--- src/rtl/qdr_b4_pkg.sv ---
package qdr_b4_pkg;
    typedef enum logic [1:0] {
        RD_IDLE = 2'd0,
        RD_B01  = 2'd1,
        RD_B23  = 2'd2
    } rd_state_e;

    typedef enum logic [1:0] {
        WR_IDLE = 2'd0,
        WR_ADDR = 2'd1,
        WR_B23  = 2'd2
    } wr_state_e;
endpackage

--- src/rtl/qdr_b4_rd_ctl.sv ---
module qdr_b4_rd_ctl
    import qdr_b4_pkg::*;
#(
    parameter int ADDR_W = 6
) (
    input  logic              clk,
    input  logic              rst,
    input  logic              rd_n,
    input  logic              wr_slot,
    input  logic [ADDR_W-1:0] addr,
    output rd_state_e         state,
    output logic              fetch,
    output logic              fetch_first,
    output logic [ADDR_W-1:0] fa0,
    output logic [ADDR_W-1:0] fa1
);
    localparam int HI_W = ADDR_W - 2;

    rd_state_e         state_n;
    logic [ADDR_W-1:0] base_q;
    logic              accept;
    logic [HI_W-1:0]   hi;
    logic [1:0]        lo;

    assign accept = !rd_n && !wr_slot && (state != RD_B01);
    assign hi     = base_q[ADDR_W-1:2];
    assign lo     = base_q[1:0];

    always_ff @(posedge clk) begin
        if (rst) begin
            state  <= RD_IDLE;
            base_q <= '0;
        end else begin
            state <= state_n;
            if (accept) base_q <= addr;
        end
    end

    always_comb begin
        state_n = state;
        unique case (state)
            RD_IDLE: state_n = accept ? RD_B01 : RD_IDLE;
            RD_B01:  state_n = RD_B23;
            RD_B23:  state_n = accept ? RD_B01 : RD_IDLE;
            default: state_n = RD_IDLE;
        endcase
    end

    always_comb begin
        fetch       = 1'b0;
        fetch_first = 1'b0;
        fa0         = base_q;
        fa1         = base_q;
        unique case (state)
            RD_IDLE: ;
            RD_B01: begin
                fetch       = 1'b1;
                fetch_first = 1'b1;
                fa0         = {hi, lo};
                fa1         = {hi, lo + 2'd1};
            end
            RD_B23: begin
                fetch = 1'b1;
                fa0   = {hi, lo + 2'd2};
                fa1   = {hi, lo + 2'd3};
            end
            default: ;
        endcase
    end
endmodule

--- src/rtl/qdr_b4_wr_ctl.sv ---
module qdr_b4_wr_ctl
    import qdr_b4_pkg::*;
#(
    parameter int ADDR_W = 6
) (
    input  logic              clk,
    input  logic              rst,
    input  logic              wr_n,
    input  logic [ADDR_W-1:0] addr,
    output wr_state_e         state,
    output logic              wr_slot,
    output logic              commit,
    output logic [ADDR_W-1:0] wa0,
    output logic [ADDR_W-1:0] wa1
);
    wr_state_e         state_n;
    logic [ADDR_W-1:0] base_q;
    logic [ADDR_W-1:0] src;
    logic              accept;

    assign accept  = !wr_n && (state != WR_ADDR);
    assign wr_slot = (state == WR_ADDR);

    always_ff @(posedge clk) begin
        if (rst) begin
            state  <= WR_IDLE;
            base_q <= '0;
        end else begin
            state <= state_n;
            if (state == WR_ADDR) base_q <= addr;
        end
    end

    always_comb begin
        state_n = state;
        unique case (state)
            WR_IDLE: state_n = accept ? WR_ADDR : WR_IDLE;
            WR_ADDR: state_n = WR_B23;
            WR_B23:  state_n = accept ? WR_ADDR : WR_IDLE;
            default: state_n = WR_IDLE;
        endcase
    end

    always_comb begin
        commit = 1'b0;
        src    = base_q;
        wa0    = base_q;
        wa1    = base_q;
        unique case (state)
            WR_IDLE: ;
            WR_ADDR: begin
                commit = 1'b1;
                src    = addr;
                wa0    = {src[ADDR_W-1:2], src[1:0]};
                wa1    = {src[ADDR_W-1:2], src[1:0] + 2'd1};
            end
            WR_B23: begin
                commit = 1'b1;
                wa0    = {src[ADDR_W-1:2], src[1:0] + 2'd2};
                wa1    = {src[ADDR_W-1:2], src[1:0] + 2'd3};
            end
            default: ;
        endcase
    end
endmodule

--- src/rtl/qdr_b4_store.sv ---
module qdr_b4_store #(
    parameter int ADDR_W = 6,
    parameter int BYTES  = 2,
    parameter int BYTE_W = 8
) (
    input  logic                     clk,
    input  logic                     rst,
    input  logic                     we,
    input  logic [ADDR_W-1:0]        wa0,
    input  logic [ADDR_W-1:0]        wa1,
    input  logic [BYTES-1:0]         be0,
    input  logic [BYTES-1:0]         be1,
    input  logic [BYTES*BYTE_W-1:0]  wd0,
    input  logic [BYTES*BYTE_W-1:0]  wd1,
    input  logic [ADDR_W-1:0]        ra0,
    input  logic [ADDR_W-1:0]        ra1,
    output logic [BYTES*BYTE_W-1:0]  rd0,
    output logic [BYTES*BYTE_W-1:0]  rd1
);
    localparam int DEPTH = 1 << ADDR_W;

    for (genvar b = 0; b < BYTES; b++) begin : g_lane
        logic [BYTE_W-1:0] lane_q [DEPTH];

        always_ff @(posedge clk) begin
            for (int w = 0; w < DEPTH; w++) begin
                if (rst)
                    lane_q[w] <= '0;
                else if (we && be0[b] && (wa0 == ADDR_W'(w)))
                    lane_q[w] <= wd0[b*BYTE_W +: BYTE_W];
                else if (we && be1[b] && (wa1 == ADDR_W'(w)))
                    lane_q[w] <= wd1[b*BYTE_W +: BYTE_W];
            end
        end

        assign rd0[b*BYTE_W +: BYTE_W] = lane_q[ra0];
        assign rd1[b*BYTE_W +: BYTE_W] = lane_q[ra1];
    end
endmodule

--- src/rtl/qdr_b4_out.sv ---
module qdr_b4_out #(
    parameter int DATA_W = 16
) (
    input  logic              clk,
    input  logic              rst,
    input  logic              k_timing,
    input  logic              fetch,
    input  logic              fetch_first,
    input  logic [DATA_W-1:0] pr,
    input  logic [DATA_W-1:0] pf,
    output logic [DATA_W-1:0] q_rise,
    output logic [DATA_W-1:0] q_fall,
    output logic              q_valid,
    output logic              q_start,
    output logic              echo
);
    logic              v1, st1, v2, st2;
    logic [DATA_W-1:0] r1, f1, r2, f2;

    always_ff @(posedge clk) begin
        if (rst) begin
            v1 <= 1'b0; st1 <= 1'b0; r1 <= '0; f1 <= '0;
            v2 <= 1'b0; st2 <= 1'b0; r2 <= '0; f2 <= '0;
            echo <= 1'b0;
        end else begin
            v1   <= fetch;
            st1  <= fetch && fetch_first;
            r1   <= fetch ? pr : '0;
            f1   <= fetch ? pf : '0;
            v2   <= v1;
            st2  <= st1;
            r2   <= r1;
            f2   <= f1;
            echo <= ~echo;
        end
    end

    always_comb begin
        if (k_timing) begin
            q_valid = v1; q_start = st1; q_rise = r1; q_fall = f1;
        end else begin
            q_valid = v2; q_start = st2; q_rise = r2; q_fall = f2;
        end
    end
endmodule

--- src/rtl/qdr_b4_sram.sv ---
module qdr_b4_sram
    import qdr_b4_pkg::*;
#(
    parameter int ADDR_W = 6,
    parameter int BYTES  = 2,
    parameter int BYTE_W = 8
) (
    input  logic                    clk,
    input  logic                    rst,
    input  logic                    k_timing,
    input  logic                    rd_n,
    input  logic                    wr_n,
    input  logic [ADDR_W-1:0]       addr,
    input  logic [BYTES-1:0]        be_rise,
    input  logic [BYTES-1:0]        be_fall,
    input  logic [BYTES*BYTE_W-1:0] d_rise,
    input  logic [BYTES*BYTE_W-1:0] d_fall,
    output logic [BYTES*BYTE_W-1:0] q_rise,
    output logic [BYTES*BYTE_W-1:0] q_fall,
    output logic                    q_valid,
    output logic                    q_start,
    output logic                    echo
);
    localparam int DATA_W = BYTES * BYTE_W;

    rd_state_e         rd_state;
    wr_state_e         wr_state;
    logic              wr_slot, commit, fetch, fetch_first;
    logic [ADDR_W-1:0] fa0, fa1, wa0, wa1;
    logic [DATA_W-1:0] pr, pf;

    qdr_b4_wr_ctl #(.ADDR_W(ADDR_W)) u_wr (
        .clk(clk), .rst(rst), .wr_n(wr_n), .addr(addr),
        .state(wr_state), .wr_slot(wr_slot), .commit(commit),
        .wa0(wa0), .wa1(wa1)
    );

    qdr_b4_rd_ctl #(.ADDR_W(ADDR_W)) u_rd (
        .clk(clk), .rst(rst), .rd_n(rd_n), .wr_slot(wr_slot), .addr(addr),
        .state(rd_state), .fetch(fetch), .fetch_first(fetch_first),
        .fa0(fa0), .fa1(fa1)
    );

    qdr_b4_store #(.ADDR_W(ADDR_W), .BYTES(BYTES), .BYTE_W(BYTE_W)) u_store (
        .clk(clk), .rst(rst), .we(commit),
        .wa0(wa0), .wa1(wa1), .be0(be_rise), .be1(be_fall),
        .wd0(d_rise), .wd1(d_fall),
        .ra0(fa0), .ra1(fa1), .rd0(pr), .rd1(pf)
    );

    qdr_b4_out #(.DATA_W(DATA_W)) u_out (
        .clk(clk), .rst(rst), .k_timing(k_timing),
        .fetch(fetch), .fetch_first(fetch_first), .pr(pr), .pf(pf),
        .q_rise(q_rise), .q_fall(q_fall), .q_valid(q_valid),
        .q_start(q_start), .echo(echo)
    );
endmodule

--- config.mk ---
export PLATFORM = sky130hd
export DESIGN_NAME = qdr_b4_sram
export DESIGN_NICKNAME = d
export VERILOG_FILES = /design/src/rtl/qdr_b4_pkg.sv /design/src/rtl/qdr_b4_rd_ctl.sv /design/src/rtl/qdr_b4_wr_ctl.sv /design/src/rtl/qdr_b4_store.sv /design/src/rtl/qdr_b4_out.sv /design/src/rtl/qdr_b4_sram.sv
export SDC_FILE = /design/constraint.sdc
export NUM_CORES = 2
export LEC_CHECK = 0
export BUFFER_PORTS_ARGS = -buffer_cell sky130_fd_sc_hd__clkbuf_2
export CAP_MARGIN = 5
export CORE_ASPECT_RATIO = 0.7
export CORE_MARGIN = 1.5
export CORE_UTILIZATION = 30
export CTS_CLUSTER_SIZE = 8
export DETAILED_ROUTE_END_ITERATION = 12
export PLACE_DENSITY = 0.42
export SLEW_MARGIN = 25
export SYNTH_ARGS = -nofsm -noshare
export SYNTH_HDL_FRONTEND = slang
export SYNTH_SLANG_ARGS = --single-unit
export TNS_END_PERCENT = 100
--- constraint.sdc ---
create_clock -name clk -period 7.8 [get_ports clk]
set_input_delay 0.39 -clock clk [delete_from_list [all_inputs] [get_ports clk]]
set_output_delay 0.39 -clock clk [all_outputs]
set_load 0.01 [all_outputs]
==> results <==
- The mean number of vias per cell is 6.67.
- The clock input transition at the sequential cells of the worst setup and hold paths is ~60 ps.
- Dividing the final minimum period by the clock period gives 0.644.
- No sink is reached through more buffers than the 4 on the longest clock path.
- The fraction of power spent switching nets is 0.324.
- The post-route core utilization is 0.336.
- The run finished with clean final reports.
- The power density normalized to cell area is 219 nW/um^2.
- The core outline area is between 200,000 and 250,000 um^2.
- Summed over all layers, the global routing overflow is 0.
- The root buffer cell is clkbuf_16.
- The top-area cell type share of the netlist area is 0.438.
- The path class of the tightest hold or removal check is primary input to flop.
- Of all flip-flops after synthesis, the portion carrying an async set or reset was 0.
- The overall global routing resource usage is 0.305.
- The share of the Yosys chip area taken by registers is 0.461.
- The slack of the worst reg-to-reg path is 2780 ps.
- The worst hold slack after final layout is 40.5 ps.
- In the final timing run, aggregate negative setup slack is 0 ps.
- The number of enable flip-flop cells after synthesis is 1,024.
- Post-CTS repair changed the size of 0 cells.
- The routed layout has approximately 63,000 vias.
- After detailed routing, the number of remaining DRC violations is 0.
- The largest net degree at the start of global routing is about 120.
- Synthesis produced between 6,000 and 7,000 cells.
- The share of final-layout standard cells stronger than drive strength 1 is 0.134.
- Along the worst path, the maximum fanout reaches 51.
- The total of warnings raised by yosys is 0.
- Once detailed placement completed, the half-perimeter wirelength came to 250,000 um.
- The part of the power in combinational logic is 0.185.
- The initial core utilization is 0.302.
- The iteration-0 DRC count of the detailed router is approximately 10,000.
- The slack of the critical path is 2780 ps.
- The final critical-path required period is 5020 ps.
- The startpoint-to-endpoint class of the critical path is flop to flop.
- Measured in cells, the most critical reg-to-reg path has a length of 10.
- The later-pin clock latency in the skew report is roughly 840 ps.
- The filler cell count is 23,327.
- Wires add up to 377,000 um.
- The measured slew at the worst slew-check pin is approximately 1200 ps.
- The slowest stage cell on the critical path is buf_4.
- The worst hold path was traced through 3 stages.
- The design draws approximately 17 mW.
- The cell-internal power is 11.6 mW.
- The headroom to the max-slew limit is 0.177.
- The hold path startpoint is addr[2].
- In this run the remaining antenna-violating nets after routing total 0.
- Setup repair after global routing left no endpoint under its margin.
- The CTS tree is built.
- The floorplan row count is ~150.
- The height of the die is 408 um.
- The wire length of the first global-routing pass is 505,000 um.
- Clock tree synthesis inserted a total of around 170 buffers.
- The clock arrives with 40.2 ps of skew.
- The die covers 237,000 um^2.
- The placed instance count is 9,190.
- The horizontal die dimension is 581 um.
- The signal on the critical path passes through ha_1 -> xor2_1 -> nand2_2 -> buf_4 -> xnor2_4 -> buf_4 -> mux4_2 -> a22o_1 -> a21oi_1 -> a211oi_1.
- The routed wirelength normalized by instance count is 39.8 um.
- The dominant synthesized flop cell is edfxtp_1.
- In this run, distinct cell masters in the synthesized netlist total 82.
- STA puts the critical path data arrival time at 5700 ps.
- The number of cells in the finished layout apart from fillers is between 9,000 and 10,000.
- The register share of total power is 0.409.
- The endpoint identified for the worst register-to-register timing path is u_out.f1[11].
- The critical path's most frequent cell is buf_4.
- For this design the top-level I/O count stands at 82.
- The finished cells cover roughly 80,000 um^2.
- Compared with the post-synthesis result, the final layout area differs by 11.1%.
- edfxtp_1 takes more of the synthesized area than any other cell.
- The worst register-to-register path begins at u_out.st1.
- The leakage power total is approximately 26 nW.
- Synthesis inferred around 1,100 register bits.
- The first detailed-routing pass took 6 iterations.
- The count of final setup violators is 0.
- The delay of the slowest cell on the worst path is around 790 ps.
- Timing would allow up to 0.199 GHz.
- The synthesized net count is 6,604.
- Counting every sink on the clock net gives 1,108.
- The largest voltage drop on the vdd net is 0.141 mV.
- Yosys attributes the largest share of cell area to edfxtp_1, a22o_1, mux2i_1, nand2_1, mux4_2.
- Across the whole layout, storage elements account for 32,400 um^2.
- At the end of routability-driven placement, the weighted congestion stood at 0.987.
- The worst setup path is launched from a flop.
- The worst setup path is captured at a flop.
- At the placement stage, the worst setup path has a slack of ~3100 ps.
- Summing all placed instances gives a cell area of 73,200 um^2.
- The net switching power of the design is between 5 and 6 mW.
- The post-synthesis instance area is 70,300 um^2.
- The share of total power dissipated in the clock network is 0.406.
- For the worst setup path, the data required time is ~8500 ps.
- The hold violation count in the final report is 0.
- The multi-input combinational cells in the finished layout cover a total of around 35,000 um^2.
- The mean instance size in the synthesized netlist is 10.7 um^2.
- The capture endpoint of the worst hold path is u_wr.base_q[2].
- The initial antenna violation count came to 37.
- The net count of the finished layout is roughly 6,300.
- The max-slew violation count was 0.
- In this run the number of H-tree levels came out at 4.
- The number of global-route vias before repair is between 50,000 and 60,000.
- The count of max-cap constraint violations is 0.
- The number of buffer cells added on primary ports is 81.
-- logic make-up (layout without fill, tap and decap cells) --
| family | count (synthesis) | count (layout) | synth area share |
|---|---|---|---|
| AND/OR/NAND/NOR | 2121 | 2121 | 0.146 |
| AO/OA/AOI/OAI | 1845 | 1845 | 0.216 |
| flip-flops | 1108 | 1108 | 0.461 |
| multiplexers | 763 | 763 | 0.130 |
| buffers and inverters | 695 | 543 | 0.0444 |
| adder cells (fa/ha/maj) | 9 | 9 | 0.00160 |
| XOR/XNOR | 7 | 7 | 0.00125 |
| other | 0 | 8 | 0 |
-- power by group through the flow --
stage                     clock [mW]  sequential, mW  combinational (mW)
after global placement             0            7.09                3.00
after floorplan                    0            6.91                1.79
after CTS                       6.99            6.97                3.02
after global routing            7.20            7.00                3.21
final                           6.95            7.00                3.16
after detailed placement           0            7.09                3.01
-- layout by cell type, fill, tap and decap left out, drive strengths merged, types with 84 or more instances in the layout --
cell type     n
or3         129
nor3        109
a21oi        87
edfxtp     1024
nand3       313
dfxtp        84
a22o       1030
buf         208
nand2       945
a22oi       102
mux4        112
mux2i       578
clkbuf      310
a31oi       126
nor2        422
-- synth_stat cells (73+ instances only) --
cell and n:
mux4_2 112, nor2_1 385, buf_2 141, nand2_1 936
a22o_1 1030, a22oi_1 102, clkbuf_1 409, nand3_1 309
a31oi_1 125, o21ai_0 74, mux2_2 73, dfxtp_1 84
edfxtp_1 1024, mux2i_1 578, or3_1 129, a21oi_1 86
-- area by class of cell --
type | count | share of cell area
Timing Repair Buffer | 260 | 0.0264
Tap cell | 3075 | 0.0493
Clock inverter | 12 | 0.00144
Clock buffer | 262 | 0.0589
Antenna cell | 8 | 0.000256
Inverter | 9 | 0.000449
Multi-Input combinational cell | 4745 | 0.448
Sequential cell | 1108 | 0.415
-- layer usage --
| layer | share of wire | up-vias | global-route usage |
|---|---|---|---|
| met1 | 0.45 | 32712 | 0.459 |
| met5 | 0.00029 | - | 0 |
| met2 | 0.37 | 4587 | 0.388 |
| li1 | - | 25359 | - |
| met3 | 0.15 | 541 | 0.134 |
| met4 | 0.025 | 16 | 0.0717 |
-- sequential cells by signal (all words and copies together), names as in the netlist, 2 cells and up --
signal,cells
u_store.g_lane.lane_q,1024
u_out.f1,16
u_out.f2,16
u_out.r1,16
u_out.r2,16
u_rd.base_q,6
u_wr.base_q,6
u_wr.state,2
-- how the worst max path moves through the flow --
stage / startpoint / endpoint / slack, ps / cells after the start
2_1_floorplan: u_wr.state[0] / u_store.g_lane[1].lane_q[32][0] / 4760 / 9
3_3_place_gp: u_rd.base_q[0] / u_out.f1[5] / 2740 / 8
3_5_place_dp: u_rd.state[0] / u_out.f1[11] / 3100 / 11
4_1_cts: u_out.st1 / u_out.f1[11] / 3070 / 10
5_1_grt: u_rd.state[0] / u_out.f1[11] / 2770 / 11
6_report: u_out.st1 / u_out.f1[11] / 2780 / 10
-- worst max-delay path: cells and delay by family (launching register included) --
| kind | cells | cell delay, ps |
|---|---|---|
| xor+xnor | 2 | 330 |
| mux | 1 | 420 |
| simple gates | 1 | 110 |
| flops | 1 | 390 |
| fa+ha+maj | 1 | 730 |
| compound gates | 3 | 1260 |
| buf+inv | 2 | 1450 |
-- repair_timing --
action | in CTS | in global routing
hold buffers | 4 | 0
hold endpoints to repair | 7 | 0
setup buffers | 0 | 0
No activity file was read; power rests on OpenSTA's default activity.
